$ cat config.mk
export PLATFORM = sky130hd
export DESIGN_NAME = iter_div
export DESIGN_NICKNAME = d
export VERILOG_FILES = /design/src/rtl/div_pkg.sv /design/src/rtl/div_prep.sv /design/src/rtl/div_step.sv /design/src/rtl/iter_div.sv
export SDC_FILE = /design/constraint.sdc
export NUM_CORES = 1
export LEC_CHECK = 0
export BUFFER_PORTS_ARGS = -buffer_cell sky130_fd_sc_hd__buf_4
export CAP_MARGIN = 25
export CORE_MARGIN = 5
export CORE_UTILIZATION = 60
export DETAILED_ROUTE_END_ITERATION = 8
export PLACE_DENSITY = 0.82
export RECOVER_POWER = 100
export REMOVE_ABC_BUFFERS = 1
export SLEW_MARGIN = 20
export SYNTH_ARGS = -nofsm -noshare
export SYNTH_HDL_FRONTEND = slang
export SYNTH_SLANG_ARGS = --single-unit
$ cat constraint.sdc
create_clock -name clk_i -period 4.4 [get_ports clk_i]
set_input_delay 0.88 -clock clk_i [delete_from_list [all_inputs] [get_ports clk_i]]
set_output_delay 0.88 -clock clk_i [all_outputs]
set_load 0.02 [all_outputs]
$ cat src/rtl/div_pkg.sv
package div_pkg;
  localparam int unsigned FUNC_W = 6;
  localparam logic [FUNC_W-1:0] FN_DIVU = 6'h24;
  localparam logic [FUNC_W-1:0] FN_DIVS = 6'h25;

  typedef enum logic [1:0] {
    ST_IDLE = 2'd0,
    ST_RUN  = 2'd1,
    ST_FIX  = 2'd2
  } div_state_e;
endpackage

$ cat src/rtl/div_prep.sv
module div_prep #(
  parameter int unsigned W = 32
) (
  input  logic         signed_i,
  input  logic [W-1:0] a_i,
  input  logic [W-1:0] b_i,
  output logic [W-1:0] mag_a_o,
  output logic [W-1:0] mag_b_o,
  output logic         neg_o
);
  // most negative value negates to itself and is then read as unsigned 2^(W-1)
  always_comb begin
    mag_a_o = (signed_i && a_i[W-1]) ? (~a_i + 1'b1) : a_i;
    mag_b_o = (signed_i && b_i[W-1]) ? (~b_i + 1'b1) : b_i;
    neg_o   = signed_i & (a_i[W-1] ^ b_i[W-1]);
  end
endmodule

$ cat src/rtl/div_step.sv
module div_step #(
  parameter int unsigned W = 32
) (
  input  logic [W-1:0] rem_i,
  input  logic [W-1:0] dq_i,
  input  logic [W-1:0] dvs_i,
  output logic [W-1:0] rem_o,
  output logic [W-1:0] dq_o
);
  logic [W:0] shifted;
  logic [W:0] diff;
  logic       ge;

  always_comb begin
    shifted = {rem_i, dq_i[W-1]};
    diff    = shifted - {1'b0, dvs_i};
    ge      = (shifted >= {1'b0, dvs_i});
    rem_o   = ge ? diff[W-1:0] : shifted[W-1:0];
    dq_o    = {dq_i[W-2:0], ge};
  end
endmodule

$ cat src/rtl/iter_div.sv
module iter_div
  import div_pkg::*;
#(
  parameter int unsigned W = 32
) (
  input  logic              clk_i,
  input  logic              rst_ni,
  input  logic              start_i,
  input  logic [FUNC_W-1:0] func_i,
  input  logic [W-1:0]      dividend_i,
  input  logic [W-1:0]      divisor_i,
  output logic              busy_o,
  output logic              done_o,
  output logic [W-1:0]      quotient_o
);
  localparam int unsigned CNT_W = $clog2(W);
  localparam logic [CNT_W-1:0] LAST = CNT_W'(W - 1);

  div_state_e       state_q;
  logic [W-1:0]     rem_q, dq_q, dvs_q;
  logic [CNT_W-1:0] cnt_q;
  logic             neg_q;

  logic [W-1:0] mag_a, mag_b, rem_nx, dq_nx;
  logic         neg_nx;

  div_prep #(.W(W)) u_prep (
    .signed_i (func_i == FN_DIVS),
    .a_i      (dividend_i),
    .b_i      (divisor_i),
    .mag_a_o  (mag_a),
    .mag_b_o  (mag_b),
    .neg_o    (neg_nx)
  );

  div_step #(.W(W)) u_step (
    .rem_i (rem_q),
    .dq_i  (dq_q),
    .dvs_i (dvs_q),
    .rem_o (rem_nx),
    .dq_o  (dq_nx)
  );

  assign busy_o = (state_q != ST_IDLE);

  always_ff @(posedge clk_i or negedge rst_ni) begin
    if (!rst_ni) begin
      state_q    <= ST_IDLE;
      rem_q      <= '0;
      dq_q       <= '0;
      dvs_q      <= '0;
      cnt_q      <= '0;
      neg_q      <= 1'b0;
      done_o     <= 1'b0;
      quotient_o <= '0;
    end else begin
      done_o <= 1'b0;
      unique case (state_q)
        ST_IDLE: if (start_i) begin
          rem_q   <= '0;
          dq_q    <= mag_a;
          dvs_q   <= mag_b;
          neg_q   <= neg_nx;
          cnt_q   <= '0;
          state_q <= ST_RUN;
        end
        ST_RUN: begin
          rem_q <= rem_nx;
          dq_q  <= dq_nx;
          cnt_q <= cnt_q + 1'b1;
          if (cnt_q == LAST) state_q <= ST_FIX;
        end
        ST_FIX: begin
          quotient_o <= neg_q ? (~dq_q + 1'b1) : dq_q;
          done_o     <= 1'b1;
          state_q    <= ST_IDLE;
        end
        default: state_q <= ST_IDLE;
      endcase
    end
  end

  AST_DONE_PULSE: assert property (@(posedge clk_i) disable iff (!rst_ni)
    done_o |=> !done_o);
  AST_DONE_IDLE: assert property (@(posedge clk_i) disable iff (!rst_ni)
    done_o |-> !busy_o);
  AST_BUSY_FROM_START: assert property (@(posedge clk_i) disable iff (!rst_ni)
    $rose(busy_o) |-> $past(start_i));
  AST_RUN_HOLD: assert property (@(posedge clk_i) disable iff (!rst_ni)
    (state_q == ST_RUN) |=> busy_o);
  AST_Q_HOLD: assert property (@(posedge clk_i) disable iff (!rst_ni)
    !done_o |-> $stable(quotient_o));
  AST_REM_BOUND: assert property (@(posedge clk_i) disable iff (!rst_ni)
    (state_q == ST_RUN && dvs_q != '0) |-> (rem_q < dvs_q));
endmodule

==> results of run 1 <==
==> flip-flops by register name, indices dropped and copies added, names as in the netlist <==
signal,cells
dq_q,32
done_o,1
neg_q,1
quotient_o,32
dvs_q,32
state_q,2
cnt_q,5
rem_q,32
==> Yosys cell counts (all sizes together), types with 6 or more instances <==
library cell / n / area (µm²)
a211oi: 8 / 60.1
o41ai: 15 / 146
nand4: 10 / 62.6
mux2i: 24 / 240
nand3: 44 / 220
a21oi: 53 / 265
nor2: 49 / 184
nor3: 17 / 85.1
o211ai: 6 / 45.0
a21o: 15 / 113
or3: 12 / 81.3
nand2: 123 / 462
nor4: 7 / 43.8
xnor2: 46 / 403
a22oi: 30 / 225
xor2: 67 / 587
ha: 37 / 463
nand2b: 6 / 37.5
dfrtp: 137 / 3430
o21ai: 162 / 811
a31oi: 11 / 68.8
and2: 8 / 50.1
or4: 14 / 119
nor2b: 9 / 56.3
clkbuf: 51 / 201
inv: 46 / 173
o31ai: 18 / 135
==> per-stage QoR <==
stage / std cells / hold WS [ns] / util, % / setup WS [ns]
final: 1354 / 0.475 / 69.8 / 0.847
after global routing: 1354 / 0.502 / 69.8 / 0.472
after CTS: 1351 / 0.483 / 71.0 / 1.04
after detailed placement: 1319 / 0.471 / 66.5 / 0.969
after global placement: 1319 / 0.461 / 66.5 / 1.03
after floorplan: 1013 / 0.449 / - / 0.665
==> critical path, cell delays in order (launching register included) <==
cell      delay, ns
dfrtp_1        0.40
ha_1           0.40
nand3_1        0.18
or4_1          0.56
a211o_1        0.29
o211a_1        0.13
nand4_1        0.14
a21o_1         0.30
clkbuf_2       0.60
mux2i_1        0.31
o21ai_0        0.10
==> final cells by class <==
| class | instances | area, µm² | share of cell area, % |
|---|---|---|---|
| Inverter | 46 | 173 | 1.64 |
| Clock buffer | 20 | 447 | 4.24 |
| Timing Repair Buffer | 121 | 747 | 7.10 |
| Clock inverter | 12 | 221 | 2.10 |
| Tap cell | 188 | 235 | 2.23 |
| Multi-Input combinational cell | 830 | 5280 | 50.1 |
| Sequential cell | 137 | 3430 | 32.6 |
==> kinds of logic after synthesis <==
family	Yosys count	share of synthesized area, %
compound gates	337	22.3
flops	137	37.4
xor+xnor	113	10.8
fa+ha+maj	38	5.28
mux	24	2.62
simple gates	318	16.9
buf+inv	103	4.69
==> power by group <==
part | total (W) | switching [W] | leakage, nW | internal [W]
sequential | 0.00228 | 0.000472 | 1.71 | 0.00181
clock | 0.00163 | 0.000558 | 0.316 | 0.00108
combinational | 0.00459 | 0.00265 | 2.52 | 0.00194
total | 0.00850 | 0.00368 | 4.55 | 0.00482
==> worst max-delay path by stage <==
stage | from | endpoint | slack, ns | cells past startpoint
after floorplan | state_q[1]$_DFFE_PN0P_ | dq_q[10]$_DFFE_PN0P_ | 0.66 | 4
after global placement | divisor_i[8] | dvs_q[26]$_DFFE_PN0P_ | 1.03 | 8
after detailed placement | divisor_i[8] | dvs_q[28]$_DFFE_PN0P_ | 0.97 | 8
after CTS | dq_q[0]$_DFFE_PN0P_ | quotient_o[30]$_DFFE_PN0P_ | 1.04 | 10
after global routing | rst_ni | rem_q[3]$_DFFE_PN0P_ | 0.47 | 2
final | rem_q[7]$_DFFE_PN0P_ | rem_q[10]$_DFFE_PN0P_ | 0.85 | 10
==> per-layer routing <==
layer  global-route usage (%)  wire, µm  up-vias
met2                     44.5     11300      266
met3                     4.49      1080       60
met5                        0         0        -
li1                         -         -     4007
met1                     32.5      9710     3897
met4                     11.1       730        0
==> out/summary.txt, run 1 <==
Tmin final -> 3.55 ns
Worst Hold End -> quotient_o[17]$_DFFE_PN0P_
vias per std cell -> 6.08
Worst EP arrival -> 3.85 ns
Layout area overhead -> 15.0%
clk_lat worst skew -> 0.43 ns
r2r worst-path depth -> 10
DP Area -> 10,000 µm²
Syn Area/Cell -> 8.56 µm²
Post-synth top flop -> dfrtp_1
routability cong. -> 0.892
Netlist cell types -> 61
Die Area -> 17,800 µm²
fin area -> 10,500 µm²
worst-path fanout max -> 20
peak supply drop -> 0.617 mV
commonest non-fill, non-tap cell in the layout -> o21ai_0
NumNets Final -> 1,264
failing checks -> max-capacitance violations, max-slew violations
Vias -> 8,230
r2r startpoint -> rem_q[7]$_DFFE_PN0P_
wire length per cell -> 16.9 µm
vias in the first global route -> 8,045
Slew headroom -> -40.8%
# DRC -> 0
Worst Max-Slew Pin Slew -> 2.11 ns
# hold bufs at CTS -> 0
max frequency -> 0.281 GHz
Port Buffers -> 106
height of the die -> 134 µm
critical path type -> reg2reg
Post-synth EDFFs -> 0
largest net degree at the start of global routing -> 74
die width -> 134 µm
initial DRC count -> 642
Root Buffer -> clkbuf_16
unrepaired setup endpoints after global routing -> no
Clk pin slew, worst setup/hold paths -> 0.06 ns
final-report hold violation count -> 0
io pins -> 107
Rows -> 45
# H-tree levels -> 4
P_leak -> 4.55 nW
layout cells sized above 1 -> 10.4%
final setup violation count -> 0
startpoint types -> flip-flop
initial core utilization -> 60.7%
final worst-path cycle share -> 80.7%
most frequent cells in the layout -> o21ai_0 (158), dfrtp_1 (137), nand2_1 (123)
Post-CTS Setup Inserts -> 0
DRT Pass-1 Iters -> 5
PostCTS Resize Cnt -> 0
sequential fraction of the synthesis area -> 37.4%
Async S/R FF share, synth -> 100%
first-pass GRT wire length -> 38.2 mm
fill count -> 1,271
DRT Wirelength -> 22.8 mm
CP endpoint kind -> flip-flop
hpwl dp -> 16.3 mm
flop2flop setup slack -> 0.85 ns
Core Area -> 15,100 µm²
flops & latches, synth -> 137
clock buffer depth -> 2
Syn Inst Count -> 1,070
clk sinks -> 137
max_cap viols -> 4
TritonCTS clock tree -> built
Tot GR Track Use -> 26.0%
total gr overflow -> 0
reg-to-reg endpoint -> rem_q[10]$_DFFE_PN0P_
pwr/cell area -> 808 nW/µm²
Worst Hold Class -> reg2reg
CP Data Required Time -> 4.70 ns
Setup Skew -> 0.00737 ns
Syn Std Cell Area -> 9160 µm²
post-route setup TNS -> 0 ns
Synth Warn # -> 0
Antenna diodes -> 0
Routed Antenna Nets -> 0
Final Power -> 0.00850 W
outcome -> finished with violations
Hold Path Origin -> quotient_o[17]$_DFFE_PN0P_
initial antenna violation count -> 0
Min-Delay Path Depth -> 2
Num CTS Buffers -> 17
Slew Viols, Final -> 232
No activity file was read; power rests on OpenSTA's default activity.
==> run 2: changes to the inputs <==
==> constraint.sdc (replaced) <==
create_clock -name clk_i -period 3.45 [get_ports clk_i]
set_input_delay 0.69 -clock clk_i [delete_from_list [all_inputs] [get_ports clk_i]]
set_output_delay 0.69 -clock clk_i [all_outputs]
set_load 0.02 [all_outputs]
==> run 2 against run 1 <==
Against the previous run:
- fmax up 6.2%
- the flow still finishes with violations (max-capacitance violations, max-slew violations)
- sequential share of layout area down 0.16 points
- worst setup slack worse by 0.74 ns
- critical path depth down 2
- clock skew down 0.00068 ns
- total power up 28%
==> out/summary.txt, run 2 (synthesized netlist as in run 1, its figures left out) <==
Root Buffer -> clkbuf_16
fill count -> 1,212 (-4.6%)
# H-tree levels -> 4 (unchanged)
worst-path fanout max -> 4 (-80%)
critical path type -> reg2reg
DRT Wirelength -> 22.7 mm (-0.76%)
CP Data Required Time -> 3.72 ns (-0.98 ns)
height of the die -> 134 µm (unchanged)
Slew Viols, Final -> 170 (-27%)
Logic pwr share -> 55.3% (+1.3 points)
clk_lat worst skew -> 0.42 ns (about the same)
Port Buffers -> 106 (unchanged)
internal power -> 0.00608 W (+26%)
power share of the sequential group -> 26.8% (about the same)
die width -> 134 µm (unchanged)
initial core utilization -> 60.7% (unchanged)
commonest non-fill, non-tap cell in the layout -> o21ai_0
grt met1 use -> 33.1% (+0.57 points)
max_cap viols -> 2 (-2)
hpwl dp -> 16.1 mm (-1.4%)
io pins -> 107 (unchanged)
P_leak -> 4.57 nW (+0.41%)
vias per std cell -> 6.08 (about the same)
Top Usage Layer GRT -> met2
Tot GR Track Use -> 25.8% (-0.21 points)
# DRC -> 0 (unchanged)
Clk pin slew, worst setup/hold paths -> 0.06 ns (about the same)
Tmin final -> 3.35 ns (-0.207 ns)
Die Area -> 17,800 µm² (unchanged)
peak supply drop -> 0.910 mV (+48%)
TritonCTS clock tree -> built
Layout area overhead -> 15.6%
final-report hold violation count -> 0 (unchanged)
Worst EP arrival -> 3.61 ns (-0.24 ns)
Vias -> 8,245 (+0.18%)
total gr overflow -> 0 (unchanged)
wire length per cell -> 16.7 µm (-0.98%)
sw frac -> 44.0% (+0.67 points)
Clock power frac -> 17.8% (-1.4 points)
final worst-path cycle share -> 97.0% (+16 points)
first-pass GRT wire length -> 38.2 mm (about the same)
most frequent cells in the layout -> o21ai_0 (158), dfrtp_1 (136), nand2_1 (122)
Antenna diodes -> 0 (unchanged)
Core Area -> 15,100 µm² (unchanged)
Num CTS Buffers -> 17 (unchanged)
DRT Pass-1 Iters -> 5 (unchanged)
startpoint types -> flip-flop
final setup violation count -> 0 (unchanged)
clk sinks -> 137 (unchanged)
CP endpoint kind -> flip-flop
Slew headroom -> -17.0% (+24 points)
Rows -> 45 (unchanged)
initial DRC count -> 574 (-11%)
Worst Max-Slew Pin Slew -> 1.75 ns (-0.358 ns)
largest net degree at the start of global routing -> 104 (+41%)
outcome -> finished with violations
Worst Hold Class -> reg2reg
Final Power -> 0.0108 W (+28%)
initial antenna violation count -> 0 (unchanged)
clock buffer depth -> 2 (unchanged)
unrepaired setup endpoints after global routing -> no
Net Sw Power -> 0.00477 W (+30%)
layout cells sized above 1 -> 11.7% (+1.3 points)
Routed Antenna Nets -> 0 (unchanged)
routability cong. -> 0.916 (+2.8%)
vias in the first global route -> 8,095 (+0.62%)
max frequency -> 0.299 GHz (+6.2%)
Setup Skew -> 0.00669 ns (-0.000679 ns)
failing checks -> max-capacitance violations, max-slew violations
NumNets Final -> 1,267 (+0.24%)
GR Util met3 -> 4.95% (+0.45 points)
placed cell count -> 1,323 (+0.30%)
pwr/cell area -> 1030 nW/µm² (+27%)
GR Util met2 -> 44.2% (-0.31 points)
Final Non-Filler Cells -> 1,357 (+0.22%)
## run 2: metal layers
| metal | part of all wire, % | vias up | wire length (µm) |
|---|---|---|---|
| li1 | - | 4007 | - |
| met1 | 43 | 3942 | 9780 |
| met3 | 5.3 | 31 | 1200 |
| met4 | 1.6 | 0 | 371 |
| met5 | 0 | - | 0 |
| met2 | 50 | 265 | 11300 |
## run 2: per-stage QoR
step	setup TNS [ns]	utilization, %	setup WS (ns)	instance area, µm²	hold WS, ns
floorplan	-9.47	-	-0.285	8900	0.394
global route	0	70.1	0.0292	10600	0.495
detailed placement	0	67.0	0.101	10100	0.470
CTS	0	71.1	0.0915	10700	0.273
global placement	0	67.0	0.183	10100	0.461
finish	0	70.1	0.104	10600	0.473
## run 2: path summary, 6_finish.rpt
check / cells after the start / endpoint / slack [ns] / start
worst max-delay path: 8 / quotient_o[30]$_DFFE_PN0P_ / 0.10 / dq_q[6]$_DFFE_PN0P_
worst min-delay path: 2 / dvs_q[27]$_DFFE_PN0P_ / 0.47 / dvs_q[27]$_DFFE_PN0P_
worst max register to register: 8 / quotient_o[30]$_DFFE_PN0P_ / 0.10 / dq_q[6]$_DFFE_PN0P_
worst min register to register: 2 / dvs_q[27]$_DFFE_PN0P_ / 0.47 / dvs_q[27]$_DFFE_PN0P_
max in group asynchronous: 2 / dq_q[4]$_DFFE_PN0P_ / 0.71 / rst_ni
min in group asynchronous: 1 / quotient_o[15]$_DFFE_PN0P_ / 0.65 / rst_ni
## run 2: cell type report
class	instances	area [µm²]	area share (%)
Tap cell	188	235	2.22
Timing Repair Buffer	124	802	7.58
Clock buffer	17	425	4.02
Clock inverter	15	200	1.89
Multi-Input combinational cell	830	5320	50.3
Sequential cell	137	3430	32.4
Inverter	46	173	1.63
## run 2: worst max-delay path: stages, from the launching register on
cell and delay, ns:
dfrtp_1 0.40, or4_4 0.56, or4_4 0.54, or3_4 0.40, or4_4 0.45, or2_4 0.30, o41ai_4 0.31, xor2_1 0.17
o21ai_1 0.07
## run 2: power groups by stage
stage	combinational, W	sequential (W)	clock (W)
after CTS	0.00597	0.00290	0.00196
after global placement	0.00573	0.00288	0
after global routing	0.00675	0.00301	0.00202
after detailed placement	0.00589	0.00291	0
final	0.00600	0.00291	0.00193
after floorplan	0.00445	0.00280	0
## run 2: timing repair
item,CTS,global route
endpoints found under the setup margin,0,1
resized for setup,0,2
setup buffers,0,2
hold buffers,0,0
==> run 3: changes to the inputs <==
--- a/config.mk
+++ b/config.mk
@@ -13,6 +13,7 @@
 export PLACE_DENSITY = 0.82
 export RECOVER_POWER = 100
 export REMOVE_ABC_BUFFERS = 1
+export SETUP_SLACK_MARGIN = 0.15
 export SLEW_MARGIN = 20
 export SYNTH_ARGS = -nofsm -noshare
 export SYNTH_HDL_FRONTEND = slang
==> run 3 against run 2 <==
Against the previous run:
- the flow still finishes with violations (max-capacitance violations, max-slew violations)
- wire length is 0.59% higher
- critical path depth stayed put
- hold slack hardly changed
- flip-flop and latch count stayed put
- worst setup slack better by 0.098 ns
- sequential share of layout area hardly changed
- die area stayed put
- register-to-register slack better by 0.098 ns
- highest routed layer unchanged
==> out/summary.txt, run 3 (synthesized netlist as in run 1, its figures left out) <==
clk_lat worst skew -> 0.43 ns (about the same)
DRT Pass-1 Iters -> 5 (unchanged)
Largest stage delay, worst path -> 0.59 ns (+0.03 ns)
max frequency -> 0.308 GHz (+3.0%)
Num CTS Buffers -> 17 (unchanged)
worst-path fanout max -> 4 (unchanged)
NumNets Final -> 1,270 (+0.24%)
initial core utilization -> 60.7% (unchanged)
peak supply drop -> 0.904 mV (-0.59%)
utilization after layout -> 70.2% (+0.075 points)
Worst Hold Class -> reg2reg
Worst EP arrival -> 3.49 ns (-0.12 ns)
io pins -> 107 (unchanged)
Final Power -> 0.0109 W (+0.19%)
hpwl dp -> 16.1 mm (unchanged)
Setup Skew -> 0.00721 ns (+0.000523 ns)
final worst-path cycle share -> 94.2% (-2.8 points)
unrepaired setup endpoints after global routing -> yes
fin area -> 10,600 µm² (+0.11%)
CP endpoint kind -> flip-flop
Min-Delay Path Depth -> 2 (unchanged)
Clk pin slew, worst setup/hold paths -> 0.06 ns (about the same)
r2r startpoint -> dq_q[6]$_DFFE_PN0P_
clk sinks -> 137 (unchanged)
layout cells sized above 1 -> 11.6% (-0.12 points)
max_cap viols -> 3 (+1)
area of the multi-input gates -> 5310 µm² (-0.12%)
placed cell count -> 1,323 (unchanged)
Die Area -> 17,800 µm² (unchanged)
Tmin final -> 3.25 ns (-0.0976 ns)
final setup violation count -> 0 (unchanged)
Slew headroom -> -18.7% (-1.7 points)
failing checks -> max-capacitance violations, max-slew violations
DRT Wirelength -> 22.8 mm (+0.59%)
reg-to-reg endpoint -> quotient_o[26]$_DFFE_PN0P_
critical path type -> reg2reg
Slowest cell on crit path -> or4_1
startpoint types -> flip-flop
DP Area -> 10,100 µm² (unchanged)
vias per std cell -> 6.05 (-0.47%)
Root Buffer -> clkbuf_16
Tot GR Track Use -> 26.0% (+0.18 points)
Final Non-Filler Cells -> 1,360 (+0.22%)
total gr overflow -> 0 (unchanged)
die width -> 134 µm (unchanged)
P_leak -> 4.58 nW (+0.18%)
commonest non-fill, non-tap cell in the layout -> o21ai_0
Worst Hold End -> dvs_q[27]$_DFFE_PN0P_
Slew Viols, Final -> 236 (+39%)
Hold Path Origin -> dvs_q[27]$_DFFE_PN0P_
worst hold slack -> 0.473 ns (+0.0000680 ns)
Vias -> 8,224 (-0.25%)
pwr/cell area -> 1030 nW/µm² (about the same)
fill count -> 1,211 (-0.083%)
most frequent cells in the layout -> o21ai_0 (158), dfrtp_1 (137), nand2_1 (122)
final-report hold violation count -> 0 (unchanged)
CP Data Required Time -> 3.69 ns (-0.03 ns)
Worst Max-Slew Pin Slew -> 1.78 ns (+0.0311 ns)
height of the die -> 134 µm (unchanged)
wire length per cell -> 16.8 µm (+0.37%)
TritonCTS clock tree -> built
CP dominant cell by count -> or4_4
largest net degree at the start of global routing -> 104 (unchanged)
Rows -> 45 (unchanged)
initial DRC count -> 552 (-3.8%)
flop2flop setup slack -> 0.20 ns (+0.10 ns)
routability cong. -> 0.916 (unchanged)
outcome -> finished with violations
# DRC -> 0 (unchanged)
Port Buffers -> 106 (unchanged)
Core Area -> 15,100 µm² (unchanged)
initial antenna violation count -> 0 (unchanged)
Routed Antenna Nets -> 0 (unchanged)
FF+latch area -> 3430 µm² (about the same)
Antenna diodes -> 0 (unchanged)
Layout area overhead -> 15.7%
r2r worst-path depth -> 8 (unchanged)
# H-tree levels -> 4 (unchanged)
CP Cell Sequence -> or4_1 -> or4_4 -> or3_1 -> or4_4 -> or2_4 -> o41ai_2 -> xor2_1 -> o21ai_1
first-pass GRT wire length -> 38.4 mm (+0.62%)
vias in the first global route -> 8,135 (+0.49%)
clock buffer depth -> 2 (unchanged)
[run 3: cell count changes in the layout (fill, tap and decap cells not counted)]
| cell | before | now |
|---|---|---|
| a21o_2 | 0 | 1 |
| or2b_2 | 2 | 0 |
| dfrtp_2 | 1 | 0 |
| buf_4 | 79 | 81 |
| clkbuf_1 | 39 | 40 |
| or3_4 | 1 | 0 |
| or2b_4 | 0 | 1 |
| or2b_1 | 0 | 1 |
| or3_1 | 10 | 11 |
| or4_1 | 9 | 10 |
| dfrtp_1 | 136 | 137 |
| a21o_1 | 15 | 14 |
| or4_4 | 3 | 2 |
[run 3: final cells by class]
type	instances	share of cell area, %
sequential	137	32.4
inverter	46	1.63
timing repair buffer	127	7.75
multi-input combinational	830	50.1
clock inverter	15	1.89
tap	188	2.22
clock buffer	17	4.02
[run 3: worst max-delay path by stage]
stage	startpoint	slack [ns]	to
finish	dq_q[6]$_DFFE_PN0P_	0.20	quotient_o[26]$_DFFE_PN0P_
global placement	dq_q[0]$_DFFE_PN0P_	0.18	quotient_o[30]$_DFFE_PN0P_
CTS	dq_q[6]$_DFFE_PN0P_	0.17	quotient_o[30]$_DFFE_PN0P_
global route	dq_q[6]$_DFFE_PN0P_	0.08	quotient_o[25]$_DFFE_PN0P_
floorplan	state_q[1]$_DFFE_PN0P_	-0.29	dq_q[10]$_DFFE_PN0P_
detailed placement	dq_q[0]$_DFFE_PN0P_	0.10	quotient_o[30]$_DFFE_PN0P_
[run 3: per-stage QoR]
step | setup WS (ns) | TNS, ns
after global placement | 0.183 | 0
after floorplan | -0.285 | -9.47
final | 0.202 | 0
after detailed placement | 0.101 | 0
after global routing | 0.0821 | 0
after CTS | 0.168 | 0
[run 3: where the power goes]
group | switching [W] | internal (W) | total (W)
sequential | 0.000594 | 0.00230 | 0.00290
combinational | 0.00346 | 0.00258 | 0.00604
clock | 0.000727 | 0.00121 | 0.00194
[run 3: critical path, delay by kind of cell (launching register included)]
kind                      cells  cell delay, ns
AOI/OAI and AO/OA             2            0.31
xor gates and xnor gates      1            0.18
DFF                           1            0.39
and+or+nand+nor               5            2.18
[run 3: routing by layer]
metal  vias up  global-route usage (%)  wire length [µm]
met5         -                       0                 0
met4         0                    8.69               466
met3        39                    5.14              1120
met2       222                    44.6             11400
met1      3940                    33.0              9770
li1       4023                       -                 -
[run 3: timing repair]
action                                  CTS  global route
cloned                                    0             0
resized for setup                         1             3
pin swaps                                 1             4
endpoints found under the setup margin    1            17
hold buffers                              0             0
setup buffers                             4             1
endpoints found under the hold margin     0             0
